--- src/rtl/eth_irq_merge.sv ---
module eth_irq_merge #(
  parameter int AW      = 3,
  parameter int DW      = 32,
  parameter int PM_BIT  = 3,
  parameter int CNT_BIT = 4,
  parameter int NIS_BIT = 16,
  parameter int AIS_BIT = 15
) (
  input  logic          clk,
  input  logic          rst_n,
  input  logic          reg_wr,
  input  logic [AW-1:0] reg_addr,
  input  logic [DW-1:0] reg_wdata,
  output logic [DW-1:0] reg_rdata,
  input  logic          ev_pm,
  input  logic          ev_cnt,
  input  logic          ev_tx,
  input  logic          ev_rxerr,
  input  logic          ev_txstop,
  input  logic          ev_buserr,
  output logic          irq_wake,
  output logic          irq_sys
);
  localparam logic [AW-1:0] A_MSTAT = AW'(0);
  localparam logic [AW-1:0] A_MMASK = AW'(1);
  localparam logic [AW-1:0] A_DSTAT = AW'(2);
  localparam logic [AW-1:0] A_DEN   = AW'(3);
  localparam int NEV = 4;

  logic          pm_q, cnt_q, nis_q, ais_q;
  logic [DW-1:0] mask_q, en_q;
  logic [NEV-1:0] ds_q;

  wire [NEV-1:0] ev_set = {ev_buserr, ev_txstop, ev_rxerr, ev_tx};
  wire [NEV-1:0] ds_clr = (reg_wr && reg_addr == A_DSTAT) ? reg_wdata[NEV-1:0] : '0;

  always_ff @(posedge clk or negedge rst_n) begin
    if (!rst_n) begin
      pm_q   <= 1'b0;
      cnt_q  <= 1'b0;
      mask_q <= '0;
      en_q   <= '0;
      ds_q   <= '0;
      nis_q  <= 1'b0;
      ais_q  <= 1'b0;
    end else begin
      pm_q  <= ev_pm;
      cnt_q <= ev_cnt;
      if (reg_wr && reg_addr == A_MMASK) mask_q <= reg_wdata;
      if (reg_wr && reg_addr == A_DEN)   en_q   <= reg_wdata;
      ds_q  <= ev_set | (ds_q & ~ds_clr);
      nis_q <= ds_q[0] & en_q[0];
      ais_q <= |(ds_q[NEV-1:1] & en_q[NEV-1:1]);
    end
  end

  always_comb begin
    reg_rdata = '0;
    case (reg_addr)
      A_MSTAT: begin
        reg_rdata[PM_BIT]  = pm_q;
        reg_rdata[CNT_BIT] = cnt_q;
      end
      A_MMASK: reg_rdata = mask_q;
      A_DSTAT: begin
        reg_rdata[NEV-1:0] = ds_q;
        reg_rdata[NIS_BIT] = nis_q;
        reg_rdata[AIS_BIT] = ais_q;
      end
      A_DEN:   reg_rdata = en_q;
      default: reg_rdata = '0;
    endcase
  end

  assign irq_wake = pm_q & ~mask_q[PM_BIT];
  assign irq_sys  = (nis_q & en_q[NIS_BIT]) | (ais_q & en_q[AIS_BIT]) | cnt_q | irq_wake;
endmodule

--- config.mk ---
export PLATFORM = sky130hd
export DESIGN_NAME = eth_irq_merge
export DESIGN_NICKNAME = d
export VERILOG_FILES = /design/src/rtl/eth_irq_merge.sv
export SDC_FILE = /design/constraint.sdc
export NUM_CORES = 1
export LEC_CHECK = 0
export ABC_AREA = 1
export ABC_CLOCK_PERIOD_IN_PS = 1880
export BUFFER_PORTS_ARGS = -buffer_cell sky130_fd_sc_hd__buf_2
export CELL_PAD_IN_SITES_DETAIL_PLACEMENT = 1
export CELL_PAD_IN_SITES_GLOBAL_PLACEMENT = 1
export CORE_MARGIN = 5
export CORE_UTILIZATION = 41
export DETAILED_ROUTE_END_ITERATION = 16
export GPL_TIMING_DRIVEN = 0
export PLACE_DENSITY = 0.95
export SETUP_SLACK_MARGIN = 0.4
export SLEW_MARGIN = 20
export SYNTH_ARGS = -nofsm -noshare
export SYNTH_HDL_FRONTEND = slang
export SYNTH_SLANG_ARGS = --single-unit
--- constraint.sdc ---
create_clock -name clk -period 1.88 [get_ports clk]
set_clock_uncertainty 0.15 [all_clocks]
set_input_delay 0.188 -clock clk [delete_from_list [all_inputs] [get_ports clk]]
set_output_delay 0.188 -clock clk [all_outputs]
set_load 0.02 [all_outputs]
==> impl_metrics.csv, run 1 <==
group,metric,value,unit
drt,met2_length,7310,um
grt,number_of_global_route_vias_before_repair,3789,
critical_path,start_kind,"register",
place,post-dp-hpwl,7312,um
clock_tree,clock_tree_from_tritoncts,"yes",
timing,maxSlewHeadroom,0.7199,
pwr,pwr-share-comb,0.226,
timing,rsz0062_at_grt,"yes",
critical_path,cp-startpoint,"pm_q$_DFF_PN0_",
logic_synthesis,synthTopCellsByArea,"dfrtp_1, nand2_1, o21ai_0, inv_1, nand3_1",
drt,top_layer,"met4",
place,detailed_place.area,3761,um^2
finish,stdcell_area,4780,um^2
place,routabilityCongestion,0.8053,
logic_synthesis,synthesis.nets,451,
critical_path,crit_type,"reg -> out",
timing,timing.final.crit_period,1.603,ns
logic_synthesis,syn-cell-area,3218,um^2
critical_path,critical_path.reg2reg.startpoint,"en_q[1]$_DFFE_PN0P_",
drt,drt.antenna.violating_nets,0,
drt,avgViaCountPerCell,5.405,
logic_synthesis,synth_sequential_area_ratio,0.5599,
grt,grt_util_all_layers,0.2548,
drt,drc,0,
logic_synthesis,ys.warnings.count,0,
place,numPortBuffers,77,
job,max-cap-violations,0,
logic_synthesis,netlist_instances,407,
logic_synthesis,synth_top_cell_by_area,"dfrtp_1",
critical_path,critPathRequiredTime,1.54,ns
logic_synthesis,synth.avg_cell_area,7.907,um^2
floorplanning,fp.coreArea,7687,um^2
floorplanning,top_level_ports,78,
pwr,p_per_area,887.5,nW/um^2
timing,report.final.hold_viol_count,0,
finish,ff_latch_area,1802,um^2
grt,grt_antenna_before_repair,0,
timing,finalSetupTns,0,ns
floorplanning,die_w,98.60,um
pwr,share_seq_of_total_power,0.472,
clock_tree,numCtsBuffers,9,
floorplanning,start_util,0.4186,
finish,area_growth,48.52,%
timing,slew_violations,0,
clock_tree,clock_latency,0.38,ns
finish,multiInputGateArea,1251,um^2
logic_synthesis,ys_seq_elements,72,
drt,dr.pass1.iters,6,
critical_path,number_of_cells_traversed_by_the_worst_register_to_register_path,3,
clock_tree,cts_max_path_buffers,2,
pwr,p_leak,2.493,nW
pwr,power.share.clock,0.302,
floorplanning,dieHeight,98.60,um
timing,worst_slew_pin_slew,0.4201,ns
floorplanning,die_area,9721,um^2
timing,max_freq,623.8,MHz
clock_tree,clock_tree.htree_level_count,3,
floorplanning,std_cell_rows,32,
critical_path,critical_path.endpoint,"reg_rdata[3]",
grt,grt_max_degree,46,
worst_hold_path,worst_hold_path_type,"in -> reg",
critical_path,end_of_the_worst_register_to_register_path,"ais_q$_DFF_PN0_",
finish,antennaDiodeCount,0,
grt,globalRouteOverflowTotal,0,
drt,met3_wirelength,873,um
drt,routed_wire_length_per_instance,22.15,um
clock_tree,cts.root.buffer_cell,"clkbuf_8",
pwr,internal_power,2.810,mW
finish,fillcell_total,924,
drt,detailedRoute.firstIterationViolations,207,
critical_path,timing.reg2reg.setup_slack,0.80,ns
drt,route.final.wire_length,14600,um
status,run_status,"finished clean",
finish,post_route_cells_drive_above_1_share,0.2819,
timing,finalSetupViolCount,0,
pwr,switching_share,0.3376,
critical_path,arrival,1.27,ns
clock_tree,clkTransAtPathRegs,0.08,ns
drt,routedLengthMet1,5686,um
timing,period_utilization_post_route,0.8527,
grt,grt_pass1_wl,19230,um
clock_tree,cts.sinks,72,
critical_path,crit_fanout,2,
pwr,max-vdd-ir-drop,573.5,uV
finish,nets,596,
critical_path,endpoint_kind,"primary output",
pwr,p_sw,1.432,mW
logic_synthesis,post_synth_num_cell_types,18,
drt,num_vias,3562,
logic_synthesis,post-synth-top-area-fraction,0.5599,
==> per-stage QoR <==
step	worst slack, ns	hold WS, ns	utilization	std cells	power (mW)
after detailed placement	0.1414	-0.004053	0.4893	587	2.667
after global routing	0.2258	0.07561	0.6217	659	4.395
after global placement	0.09185	0.1483	0.4854	586	2.577
after CTS	0.3357	0.04911	0.5846	648	3.987
final	0.2769	0.07208	0.6217	659	4.242
after floorplan	0.5010	-0.2576	-	407	2.353
==> synthesized netlist by cell type <==
master,number
o211ai_1,1
o21ai_0,49
nor2_2,3
o21ai_1,8
inv_1,40
dfrtp_1,72
nand3_2,1
nand4_1,4
buf_4,2
or2_2,1
inv_2,2
clkbuf_1,3
nor2_1,4
nand3_1,11
a21oi_1,1
buf_2,10
buf_6,3
nand2_1,192
==> metal layers <==
layer | GRT usage | up-vias
met5 | 0 | -
met3 | 0.05449 | 62
met4 | 0.1250 | 0
li1 | - | 1545
met1 | 0.2945 | 1760
met2 | 0.4467 | 195
==> power groups by stage <==
stage / clock (mW) / combinational, mW / sequential, mW
after floorplan: 0 / 0.405 / 1.95
after global placement: 0 / 0.609 / 1.97
after detailed placement: 0 / 0.673 / 1.99
after CTS: 1.22 / 0.795 / 1.97
after global routing: 1.34 / 1.03 / 2.02
final: 1.28 / 0.960 / 2.00
==> state kept, by name, indices dropped and copies added, names as in the netlist <==
name and flops:
ais_q 1, cnt_q 1, ds_q 4, en_q 32
mask_q 32, nis_q 1, pm_q 1
==> logic make-up (layout without fill, tap and decap cells) <==
family | after synthesis | count (layout) | share of synthesized area
AO/OA/AOI/OAI | 59 | 59 | 0.09254
buffers and inverters | 60 | 209 | 0.08320
flip-flops | 72 | 72 | 0.5599
AND/OR/NAND/NOR | 216 | 217 | 0.2644
==> worst min path at each step <==
stage	endpoint	startpoint	cells past startpoint
after global placement	cnt_q$_DFF_PN0_	ev_cnt	1
after CTS	ds_q[2]$_DFF_PN0_	reg_wr	4
after detailed placement	cnt_q$_DFF_PN0_	rst_n	1
after floorplan	ais_q$_DFF_PN0_	rst_n	0
final	ds_q[3]$_DFF_PN0_	reg_wr	4
after global routing	ds_q[3]$_DFF_PN0_	reg_wr	4
==> final cells by class <==
cell class / count / area share
Timing Repair Buffer: 133 / 0.2236
Inverter: 42 / 0.03691
Tap cell: 102 / 0.02670
Buffer: 18 / 0.03482
Clock inverter: 6 / 0.01257
Multi-Input combinational cell: 276 / 0.2618
Sequential cell: 72 / 0.3770
Clock buffer: 10 / 0.02670
==> worst max-delay path: stages, from the launching register on <==
cell and delay (ns):
dfrtp_1 0.40, nand3_1 0.13, nand2_1 0.10, inv_1 0.07, nand2_1 0.07, buf_6 0.14
==> layout by cell type (no fill, tap or decap), types with 4 or more instances in the layout <==
cell type,instances
buf_6,13
o21ai_2,7
nand2_2,4
clkbuf_8,9
dlygate4sd3_1,39
nand3_1,8
nor2_1,4
o21ai_0,28
buf_4,31
nand4_1,4
dfrtp_1,72
inv_1,34
buf_8,4
o21ai_1,21
nand2_1,187
buf_2,59
inv_2,5
==> what timing repair did <==
item                                   4_1_cts  5_1_grt
pin swaps                                    5        4
hold buffers                                39        0
gates resized for setup                     49       61
gates cloned                                 2        4
setup buffers                                4        7
endpoints found under the hold margin      142        0
setup endpoints to repair                   34       34
Note: power is estimated with default switching activity, not from simulation.
==> run 2, diff against run 1 <==
--- a/config.mk
+++ b/config.mk
@@ -5,16 +5,15 @@
 export SDC_FILE = /design/constraint.sdc
 export NUM_CORES = 1
 export LEC_CHECK = 0
-export ABC_AREA = 1
 export ABC_CLOCK_PERIOD_IN_PS = 1880
 export BUFFER_PORTS_ARGS = -buffer_cell sky130_fd_sc_hd__buf_2
 export CELL_PAD_IN_SITES_DETAIL_PLACEMENT = 1
 export CELL_PAD_IN_SITES_GLOBAL_PLACEMENT = 1
 export CORE_MARGIN = 5
-export CORE_UTILIZATION = 41
+export CORE_UTILIZATION = 45
 export DETAILED_ROUTE_END_ITERATION = 16
 export GPL_TIMING_DRIVEN = 0
-export PLACE_DENSITY = 0.95
+export PLACE_DENSITY = 0.93
 export SETUP_SLACK_MARGIN = 0.4
 export SLEW_MARGIN = 20
 export SYNTH_ARGS = -nofsm -noshare
==> impl_metrics.csv, run 2 <==
group,metric,value,unit
status,run_status,"finished clean",
floorplanning,die_w,95.82,um
clock_tree,clock_tree.htree_level_count,3,
timing,maxSlewHeadroom,0.7401,
pwr,p_leak,2.344,nW
clock_tree,clkTransAtPathRegs,0.09,ns
pwr,max-vdd-ir-drop,1110,uV
critical_path,crit_type,"reg -> out",
finish,mostFrequentLayoutCell,"dfrtp_1",
logic_synthesis,syn-cell-area,3314,um^2
critical_path,start_kind,"register",
timing,worst_slew_pin_slew,0.3898,ns
floorplanning,die_area,9181,um^2
critical_path,max_stage_delay,0.46,ns
floorplanning,start_util,0.4594,
logic_synthesis,synth_most_common_cell,"dfrtp_1",
grt,globalRouteOverflowTotal,0,
grt,number_of_global_route_vias_before_repair,2860,
drt,dr.pass1.iters,4,
finish,post_route_cells_drive_above_1_share,0.5544,
logic_synthesis,synth_sequential_area_ratio,0.5436,
critical_path,arrival,1.48,ns
drt,route.final.wire_length,11620,um
logic_synthesis,synth_top_cell_by_area,"dfrtp_1",
grt,grt_util_all_layers,0.2365,
drt,drc,0,
pwr,post-layout-total-power,5.130,mW
finish,top_regs,"en_q: 32 flops, mask_q: 32 flops, ds_q: 4 flops",
logic_synthesis,ys.warnings.count,0,
critical_path,number_of_cells_traversed_by_the_worst_register_to_register_path,4,
critical_path,crit_fanout,2,
clock_tree,clock_latency,0.36,ns
drt,detailedRoute.firstIterationViolations,157,
grt,grt_max_degree,52,
place,post-dp-hpwl,5587,um
timing,report.final.hold_viol_count,0,
timing,finalSetupViolCount,0,
critical_path,crit_slowest_cell,"mux4_2",
logic_synthesis,synthesis.nets,263,
timing,rsz0062_at_grt,"yes",
clock_tree,cts_max_path_buffers,2,
critical_path,end_of_the_worst_register_to_register_path,"ais_q$_DFF_PN0_",
critical_path,critical_path.endpoint,"reg_rdata[3]",
clock_tree,clock_tree_from_tritoncts,"yes",
timing,period_utilization_post_route,0.9650,
logic_synthesis,post-synth-top-area-fraction,0.5436,
worst_hold_path,worst_hold_path_type,"in -> reg",
finish,nets,416,
grt,grt_pass1_wl,15990,um
finish,post-route-util,0.6925,
logic_synthesis,synthTopCellsByArea,"dfrtp_1, mux2_4, mux2_2, a22o_1, buf_12",
logic_synthesis,post_synth_num_cell_types,24,
timing,max_freq,551.2,MHz
logic_synthesis,synth-edff-count,0,
grt,grt_antenna_before_repair,1,
drt,routed_wire_length_per_instance,24.35,um
floorplanning,std_cell_rows,31,
drt,avgViaCountPerCell,5.562,
finish,area_growth,50.74,%
pwr,p_per_area,1027,nW/um^2
place,numPortBuffers,75,
critical_path,endpoint_kind,"primary output",
logic_synthesis,ys_async_sr_fraction,1.000,
clock_tree,cts.root.buffer_cell,"clkbuf_8",
place,routabilityCongestion,0.7673,
timing,timing.final.crit_period,1.814,ns
logic_synthesis,ys_seq_elements,72,
logic_synthesis,synthTopCellsByCount,"dfrtp_1, mux2_2, mux2_4, a22o_1, a21oi_1",
critical_path,critical_path.reg2reg.startpoint,"en_q[2]$_DFFE_PN0P_",
logic_synthesis,synth.avg_cell_area,15.13,um^2
drt,num_vias,2653,
drt,drt.antenna.violating_nets,0,
job,max-cap-violations,0,
critical_path,critPathRequiredTime,1.54,ns
critical_path,cp-startpoint,"en_q[3]$_DFFE_PN0P_",
timing,finalSetupTns,0,ns
logic_synthesis,synth_top_flop_cell,"dfrtp_1",
critical_path,crit_chain,"mux4_2, nor2b_4, buf_6",
critical_path,timing.reg2reg.setup_slack,0.43,ns
timing,slew_violations,0,
floorplanning,top_level_ports,78,
floorplanning,fp.coreArea,7214,um^2
floorplanning,dieHeight,95.82,um
logic_synthesis,netlist_instances,219,
finish,most-common-layout-cells,"dfrtp_1, buf_2, dlygate4sd3_1",
timing,timing.hold.ws,0.1336,ns
clock_tree,cts.sinks,72,
clock_tree,numCtsBuffers,9,
run 2: power by group:
group | total [mW] | switching, mW | internal [mW] | leakage, nW
sequential | 2.09 | 0.223 | 1.87 | 0.849
combinational | 1.16 | 0.469 | 0.690 | 1.35
clock | 1.88 | 0.658 | 1.22 | 0.150
total | 5.13 | 1.35 | 3.78 | 2.34
run 2: worst min-delay path by stage:
| stage | from | end | slack, ns | cells after the start |
|---|---|---|---|---|
| 6_report | reg_addr[2] | en_q[31]$_DFFE_PN0P_ | 0.13 | 3 |
| 3_5_place_dp | rst_n | ds_q[2]$_DFF_PN0_ | -0.04 | 1 |
| 2_1_floorplan | rst_n | ais_q$_DFF_PN0_ | -0.26 | 0 |
| 4_1_cts | rst_n | en_q[18]$_DFFE_PN0P_ | 0.12 | 2 |
| 5_1_grt | reg_addr[2] | en_q[31]$_DFFE_PN0P_ | 0.14 | 3 |
| 3_3_place_gp | ev_pm | pm_q$_DFF_PN0_ | 0.15 | 1 |
run 2: kinds of logic (layout without fill, tap and decap cells):
kind of cell / after synthesis / after routing / synth area share
simple gates: 14 / 14 / 0.02944
other cells: 0 / 1 / 0
flops: 72 / 72 / 0.5436
compound gates: 44 / 44 / 0.1038
buf+inv: 18 / 176 / 0.04681
mux: 71 / 71 / 0.2763
run 2: repair_timing:
action | 4_1_cts | 5_1_grt
hold buffers | 39 | 0
hold endpoints to repair | 142 | 0
setup endpoints to repair | 33 | 34
pin swaps | 15 | 17
setup buffers | 12 | 12
gates resized for setup | 52 | 29
gates cloned | 1 | 2
run 2: metal layers:
layer / up-vias / share of wire / track usage
met4: 0 / 0.028 / 0.1019
met2: 109 / 0.52 / 0.3932
li1: 1125 / - / -
met5: - / 0 / 0
met1: 1387 / 0.40 / 0.3020
met3: 32 / 0.054 / 0.04300
run 2: final cells by class:
type | instances | area [um^2]
Antenna cell | 1 | 2.502
Buffer | 16 | 175.2
Clock buffer | 11 | 151.4
Clock inverter | 5 | 150.1
Fill cell | 669 | 2218
Inverter | 2 | 7.507
Multi-Input combinational cell | 129 | 1404
Sequential cell | 72 | 1802
Tap cell | 99 | 123.9
Timing Repair Buffer | 142 | 1180
run 2: worst max-delay path, delay by kind of cell, from the launching register on:
family,cells,cell delay [ns]
buffers and inverters,1,0.12
flip-flops,1,0.40
multiplexers,1,0.46
AND/OR/NAND/NOR,1,0.14
run 2: metrics by stage:
stage / setup WS [ns] / area [um^2] / std cells
floorplan: 0.3504 / 3314 / 219
global placement: -0.08740 / 3814 / 393
detailed placement: -0.09829 / 3844 / 394
CTS: 0.04375 / 4801 / 462
global route: 0.03432 / 4996 / 477
finish: 0.06588 / 4996 / 477
